--- config.mk ---
export PLATFORM = sky130hd
export DESIGN_NAME = rtc_alarm_counter
export DESIGN_NICKNAME = d
export VERILOG_FILES = /design/src/rtl/rtc_pkg.sv /design/src/rtl/rtc_prescaler.sv /design/src/rtl/rtc_alarm_cmp.sv /design/src/rtl/rtc_status.sv /design/src/rtl/rtc_alarm_counter.sv
export SDC_FILE = /design/constraint.sdc
export NUM_CORES = 1
export LEC_CHECK = 0
export BUFFER_PORTS_ARGS = -buffer_cell sky130_fd_sc_hd__clkbuf_2
export CAP_MARGIN = 20
export CORE_MARGIN = 10
export CORE_UTILIZATION = 62
export CTS_CLUSTER_DIAMETER = 30
export CTS_CLUSTER_SIZE = 20
export DETAILED_ROUTE_END_ITERATION = 16
export PLACE_DENSITY_LB_ADDON = 0.25
export SYNTH_ARGS = -nofsm -noshare
export SYNTH_HDL_FRONTEND = slang
export SYNTH_SLANG_ARGS = --single-unit
--- constraint.sdc ---
create_clock -name clk -period 4.5 [get_ports clk]
set_clock_uncertainty 0.2 [all_clocks]
set_input_delay 0.225 -clock clk [delete_from_list [all_inputs] [get_ports clk]]
set_output_delay 0.225 -clock clk [all_outputs]
set_load 0.03 [all_outputs]
--- src/rtl/rtc_pkg.sv ---
package rtc_pkg;
  // Register byte offsets
  localparam int OFF_COUNT = 'h00;
  localparam int OFF_ALM0  = 'h04;
  localparam int OFF_STAT  = 'h08;
  localparam int OFF_DIV   = 'h0C;
  localparam int OFF_ALM1  = 'h18;
  localparam int OFF_CSEL  = 'h1C;
  localparam int OFF_SCR   = 'h40;

  // Clock-select code that lets the prescaler run
  localparam int CSEL_REF  = 3;

  // Status events: index 0 alarm0, 1 tick, 2 alarm1
  localparam int N_EVT = 3;
  localparam int EV_ALM0 = 0;
  localparam int EV_TICK = 1;
  localparam int EV_ALM1 = 2;

  function automatic int flag_pos(input int ev);
    case (ev)
      EV_ALM0: flag_pos = 0;
      EV_TICK: flag_pos = 1;
      default: flag_pos = 4;
    endcase
  endfunction

  function automatic int en_pos(input int ev);
    case (ev)
      EV_ALM0: en_pos = 2;
      EV_TICK: en_pos = 3;
      default: en_pos = 6;
    endcase
  endfunction

  function automatic int alarm_off(input int idx);
    alarm_off = (idx == 0) ? OFF_ALM0 : OFF_ALM1;
  endfunction
endpackage

--- src/rtl/rtc_prescaler.sv ---
module rtc_prescaler #(
  parameter int DIV_W = 16
) (
  input  logic             clk,
  input  logic             rst_n,
  input  logic             run_i,
  input  logic             restart_i,
  input  logic [DIV_W-1:0] div_i,
  output logic             tick_o
);
  localparam int PH_W = DIV_W + 1;

  // Last phase of a 2*(div+1) period is 2*div+1.
  function automatic logic [PH_W-1:0] last_phase(input logic [DIV_W-1:0] d);
    last_phase = {d, 1'b1};
  endfunction

  logic [PH_W-1:0] phase_q;
  logic            at_last;

  assign at_last = (phase_q == last_phase(div_i));
  assign tick_o  = run_i && !restart_i && at_last;

  always_ff @(posedge clk or negedge rst_n) begin
    if (!rst_n) begin
      phase_q <= '0;
    end else if (restart_i) begin
      phase_q <= '0;
    end else if (run_i) begin
      phase_q <= at_last ? '0 : phase_q + 1'b1;
    end
  end
endmodule

--- src/rtl/rtc_alarm_cmp.sv ---
module rtc_alarm_cmp #(
  parameter int W = 32
) (
  input  logic         clk,
  input  logic         rst_n,
  input  logic         wr_i,
  input  logic [W-1:0] wdata_i,
  input  logic         cnt_upd_i,
  input  logic [W-1:0] cnt_next_i,
  input  logic         en_i,
  output logic         hit_o,
  output logic [W-1:0] value_o
);
  logic [W-1:0] value_q;

  always_ff @(posedge clk or negedge rst_n) begin
    if (!rst_n)    value_q <= '0;
    else if (wr_i) value_q <= wdata_i;
  end

  // Hit on the edge at which the counter takes on the alarm value.
  assign hit_o   = en_i && cnt_upd_i && (cnt_next_i == value_q);
  assign value_o = value_q;
endmodule

--- src/rtl/rtc_status.sv ---
module rtc_status #(
  parameter int NE = rtc_pkg::N_EVT
) (
  input  logic          clk,
  input  logic          rst_n,
  input  logic [NE-1:0] set_i,
  input  logic          wr_i,
  input  logic [31:0]   wdata_i,
  output logic [NE-1:0] flag_o,
  output logic [NE-1:0] en_o,
  output logic [31:0]   word_o,
  output logic          irq_o
);
  logic [NE-1:0] flag_q;
  logic [NE-1:0] en_q;
  logic          unused_wd;

  assign unused_wd = ^wdata_i;

  for (genvar e = 0; e < NE; e++) begin : g_evt
    localparam int FP = rtc_pkg::flag_pos(e);
    localparam int EP = rtc_pkg::en_pos(e);
    always_ff @(posedge clk or negedge rst_n) begin
      if (!rst_n) begin
        flag_q[e] <= 1'b0;
        en_q[e]   <= 1'b0;
      end else begin
        if (set_i[e])                 flag_q[e] <= 1'b1;
        else if (wr_i && wdata_i[FP]) flag_q[e] <= 1'b0;
        if (wr_i)                     en_q[e]   <= wdata_i[EP];
      end
    end
  end

  always_comb begin
    word_o = '0;
    for (int e = 0; e < NE; e++) begin
      word_o[rtc_pkg::flag_pos(e)] = flag_q[e];
      word_o[rtc_pkg::en_pos(e)]   = en_q[e];
    end
  end

  assign irq_o  = |(flag_q & en_q);
  assign flag_o = flag_q;
  assign en_o   = en_q;
endmodule

--- src/rtl/rtc_alarm_counter.sv ---
module rtc_alarm_counter #(
  parameter int ADDR_W  = 8,
  parameter int CNT_W   = 32,
  parameter int DIV_W   = 16,
  parameter int DIV_RST = 1023,
  parameter int CSEL_W  = 2
) (
  input  logic              clk,
  input  logic              rst_n,
  input  logic              ref_en,
  input  logic              bus_wr,
  input  logic [ADDR_W-1:0] bus_addr,
  input  logic [31:0]       bus_wdata,
  output logic [31:0]       bus_rdata,
  output logic              irq
);
  import rtc_pkg::*;

  localparam int N_ALM = 2;

  function automatic logic [CNT_W-1:0] count_next(
    input logic             load,
    input logic [CNT_W-1:0] load_val,
    input logic [CNT_W-1:0] cur);
    count_next = load ? load_val : cur + 1'b1;
  endfunction

  function automatic logic addr_is(input logic [ADDR_W-1:0] a, input int off);
    addr_is = (a == ADDR_W'(off));
  endfunction

  // Register storage
  logic [CNT_W-1:0]  count_q;
  logic [DIV_W-1:0]  div_q;
  logic [CSEL_W-1:0] csel_q;
  logic [31:0]       scratch_q;

  // Named internal events
  logic              cnt_wr_w, div_wr_w, stat_wr_w;
  logic              tick_w, run_w, restart_w, cnt_upd_w;
  logic [CNT_W-1:0]  cnt_next_w;
  logic [N_ALM-1:0]  alm_hit_w;
  logic [CNT_W-1:0]  alm_val_w [N_ALM];
  logic [N_EVT-1:0]  flag_w, en_w, set_w;
  logic [31:0]       stat_word_w;

  assign cnt_wr_w  = bus_wr && addr_is(bus_addr, OFF_COUNT);
  assign div_wr_w  = bus_wr && addr_is(bus_addr, OFF_DIV);
  assign stat_wr_w = bus_wr && addr_is(bus_addr, OFF_STAT);
  assign run_w     = ref_en && (csel_q == CSEL_W'(CSEL_REF));
  assign restart_w = cnt_wr_w || div_wr_w;
  assign cnt_upd_w = cnt_wr_w || tick_w;
  assign cnt_next_w = count_next(cnt_wr_w, bus_wdata[CNT_W-1:0], count_q);

  rtc_prescaler #(.DIV_W(DIV_W)) u_presc (
    .clk       (clk),
    .rst_n     (rst_n),
    .run_i     (run_w),
    .restart_i (restart_w),
    .div_i     (div_q),
    .tick_o    (tick_w)
  );

  for (genvar g = 0; g < N_ALM; g++) begin : g_alm
    localparam int EV = (g == 0) ? EV_ALM0 : EV_ALM1;
    rtc_alarm_cmp #(.W(CNT_W)) u_cmp (
      .clk        (clk),
      .rst_n      (rst_n),
      .wr_i       (bus_wr && addr_is(bus_addr, alarm_off(g))),
      .wdata_i    (bus_wdata[CNT_W-1:0]),
      .cnt_upd_i  (cnt_upd_w),
      .cnt_next_i (cnt_next_w),
      .en_i       (en_w[EV]),
      .hit_o      (alm_hit_w[g]),
      .value_o    (alm_val_w[g])
    );
  end

  always_comb begin
    set_w          = '0;
    set_w[EV_ALM0] = alm_hit_w[0];
    set_w[EV_TICK] = tick_w;
    set_w[EV_ALM1] = alm_hit_w[1];
  end

  rtc_status #(.NE(N_EVT)) u_stat (
    .clk     (clk),
    .rst_n   (rst_n),
    .set_i   (set_w),
    .wr_i    (stat_wr_w),
    .wdata_i (bus_wdata),
    .flag_o  (flag_w),
    .en_o    (en_w),
    .word_o  (stat_word_w),
    .irq_o   (irq)
  );

  always_ff @(posedge clk or negedge rst_n) begin
    if (!rst_n) begin
      count_q   <= '0;
      div_q     <= DIV_W'(DIV_RST);
      csel_q    <= '0;
      scratch_q <= '0;
    end else begin
      if (cnt_upd_w) count_q <= cnt_next_w;
      if (div_wr_w)  div_q   <= bus_wdata[DIV_W-1:0];
      if (bus_wr && addr_is(bus_addr, OFF_CSEL)) csel_q    <= bus_wdata[CSEL_W-1:0];
      if (bus_wr && addr_is(bus_addr, OFF_SCR))  scratch_q <= bus_wdata;
    end
  end

  always_comb begin
    bus_rdata = '0;
    if (addr_is(bus_addr, OFF_COUNT))     bus_rdata[CNT_W-1:0]  = count_q;
    else if (addr_is(bus_addr, OFF_ALM0)) bus_rdata[CNT_W-1:0]  = alm_val_w[0];
    else if (addr_is(bus_addr, OFF_ALM1)) bus_rdata[CNT_W-1:0]  = alm_val_w[1];
    else if (addr_is(bus_addr, OFF_STAT)) bus_rdata             = stat_word_w;
    else if (addr_is(bus_addr, OFF_DIV))  bus_rdata[DIV_W-1:0]  = div_q;
    else if (addr_is(bus_addr, OFF_CSEL)) bus_rdata[CSEL_W-1:0] = csel_q;
    else if (addr_is(bus_addr, OFF_SCR))  bus_rdata             = scratch_q;
  end
endmodule

==> impl_metrics.py <==
metrics = {
    "timing": {
        "rsz0062_at_grt": "no",
        "setup_viol": 0,
        "period_share_pct": 88.4,
        "period_minus_slack_ns": 3.98,
        "worstMarginPinSlew_ns": 1.11,
        "setup_tns_ns": 0,
        "finalMaxSlewViolations": 0,
        "relSlewSlack_pct": 26.2,
        "hold_viol": 0,
        "fmax_ghz": 0.251,
    },
    "worst_setup_path": {
        "crit_start": "count_q[0]",
        "crit_type": "reg2reg",
        "cp_slowest_cell": "or4_1",
        "crit_family": "simple AND/OR/NAND/NOR gates",
        "path_depth": 9,
        "required_ns": 4.66,
        "cp_num_buf_inv": 0,
        "start_kind": "flip-flop",
        "slowest_delay_ns": 0.85,
        "r2r_end": "u_stat.flag_o[2]",
        "worst_ep_arrival_time_ns": 4.14,
        "reg2regPathDepth": 9,
        "crit_path_end": "u_stat.flag_o[2]",
        "cp_max_fo": 13,
        "end_kind": "flip-flop",
        "cp_cell_sequence": "ha_1 > nand4_1 > or4_1 > nor3_2 > o22a_1 > a311oi_1 > a2111o_1 > or4_1 > o31ai_2",
        "reg2reg_slack_ns": 0.52,
        "r2r_start": "count_q[0]",
        "crit_top_cell": "or4_1",
    },
    "routing": {
        "drc": 0,
        "wl_mm": 38.8,
        "drt_pass1_iterations": 7,
        "vias": 10400,
        "wire_per_inst_um": 25.8,
        "viasPerCell": 6.89,
        "drt_iter0_drc": 1398,
        "route.antenna.remaining_nets": 0,
    },
    "final_layout": {
        "diodes": 0,
        "final_area_sq_um": 12500,
        "syn2layout_area_growth_pct": 14.3,
        "drive_gt1_share_pct": 22.2,
        "nets": 1311,
    },
    "synthesis": {
        "ys_seq_elements": 169,
        "synthArstFlopShare_pct": 100,
        "synth_area_sq_um": 10900,
        "synth_seq_area_share_pct": 38.7,
        "netlist_top_cells_count": "dfrtp_1, nand2_1, mux2_2",
        "postSynthAreaPerCell_sq_um": 9.21,
        "synth_cell_types": 86,
        "synth_fp_nets": 1234,
        "synth-edff-count": 0,
        "ys.flop_type": "dfrtp_1",
        "yosysTopAreaCellShare_pct": 36.3,
        "yosys_warnings": 0,
        "yosysMostFrequentCell": "dfrtp_1",
        "syn_inst": 1188,
        "synth_top_cell_by_area": "dfrtp_1",
        "synth.area.top_cells": "dfrtp_1, mux2_2, xnor2_1",
    },
    "run_status": {
        "status": "finished, final reports clean",
    },
    "power": {
        "power_leakage_nw": 5.53,
        "peakVddDrop_mv": 0.307,
        "powerDensity_nw_per_um2": 294,
    },
    "placement": {
        "place.gp.congestion": 1.05,
        "portBuffers": 76,
        "dp_hpwl_mm": 27.9,
        "placed_area_sq_um": 11600,
    },
    "clock_tree": {
        "cts_sinks": 169,
        "h-tree-depth": 4,
        "clockBufferDepth": 2,
        "cts-resized-gates": 0,
        "path_clk_slew_ns": 0.07,
        "cts_root_buffer": "clkbuf_16",
        "clkLatencyLatePin_ns": 0.45,
        "cts_tree": "done",
        "numCtsBuffers": 17,
    },
    "grt": {
        "grt_overflow": 0,
        "grt_max_degree": 97,
        "grt_pass1_vias": 9776,
        "grt_pass1_wl_mm": 59.9,
        "grt_util_all_layers_pct": 32.4,
        "antenna_found_initial": 1,
    },
    "floorplan": {
        "core_sq_um": 17300,
        "ios": 77,
        "dieArea_sq_um": 23400,
        "start_util_pct": 63.3,
        "die_w_um": 153,
        "die_h_um": 153,
        "num_rows": 48,
    },
    "hold_path": {
        "hp-class": "in2reg",
    },
    "flow_run": {
        "drv_cap": 0,
    },
}
-- flip-flops by register name, indices dropped and copies added, names as in the netlist --
signal / flops
g_alm.u_cmp.value_o: 64
count_q: 32
scratch_q: 32
u_presc.phase_q: 17
div_q: 16
u_stat.en_o: 3
u_stat.flag_o: 3
csel_q: 2
-- routing by layer --
metal,vias to the layer above,wire (um),GRT usage (%)
li1,4511,-,-
met1,5048,15800,45.4
met2,702,17400,48.6
met3,91,4450,7.38
met4,2,1220,10.4
met5,-,7,0
-- stage by stage --
stage	total power [mW]	worst slack (ns)	utilization (%)	hold slack, ns	instances
6_report	3.68	0.522	72.3	0.122	1503
2_1_floorplan	1.94	1.18	-	-0.271	1188
5_1_grt	3.79	0.409	72.3	0.139	1503
4_1_cts	3.67	0.592	72.3	0.109	1502
3_3_place_gp	2.12	0.692	66.8	0.186	1437
3_5_place_dp	2.13	0.613	66.8	0.196	1437
-- worst min-delay path, delay by kind of cell --
| kind | cells | cell delay [ns] |
|---|---|---|
| and+or+nand+nor | 2 | 0.28 |
| AOI/OAI and AO/OA | 1 | 0.11 |
| buffers and inverters | 1 | 0.10 |
-- cells by family (layout without fill, tap and decap cells) --
family,after synthesis,after routing,synth area share [%]
AND/OR/NAND/NOR,391,391,18.3
AO/OA/AOI/OAI,271,271,16.5
flip-flops,169,169,38.7
XOR/XNOR,134,134,11.1
buffers and inverters,116,206,4.40
multiplexers,105,105,10.7
adder cells (fa/ha/maj),2,2,0.229
-- area by class of cell --
cell class	count	area (sq um)
Inverter	28	105
Sequential cell	169	4240
Clock inverter	14	171
Multi-Input combinational cell	903	6250
Clock buffer	18	439
Tap cell	225	282
Fill cell	1284	4780
Timing Repair Buffer	146	1020
-- placed cells by master (no fill, tap or decap), types with 12 or more instances in the layout --
master	n
nand2_1	128
a21oi_1	52
o21ai_0	92
xnor2_1	74
buf_4	34
mux2_2	99
nor4_1	25
nand4_1	27
nand3_1	32
clkbuf_2	75
dlygate4sd3_1	33
inv_1	26
a31oi_1	13
a221oi_1	20
and3_1	19
nor2_1	76
dfrtp_1	159
xor2_1	57
clkbuf_16	17
a22o_1	12
nor3_1	17
-- power breakdown --
part | internal [mW] | switching, mW
Sequential | 1.59 | 0.106
Combinational | 0.198 | 0.254
Clock | 0.813 | 0.722
Total | 2.60 | 1.08
-- worst min-delay path by stage --
| stage | startpoint | end | slack, ns | cells past startpoint |
|---|---|---|---|---|
| after global placement | rst_n | scratch_q[1] | 0.19 | 1 |
| final | bus_addr[0] | count_q[6] | 0.12 | 4 |
| after global routing | bus_addr[6] | csel_q[1] | 0.14 | 4 |
| after detailed placement | rst_n | scratch_q[1] | 0.20 | 1 |
| after floorplan | rst_n | count_q[0] | -0.27 | 0 |
| after CTS | bus_addr[2] | csel_q[0] | 0.11 | 3 |
-- timing repair --
item	in CTS	in global routing
hold endpoints to repair	210	0
hold buffers	33	0
buffers inserted	0	0
Power figures use the tool's default switching activity.
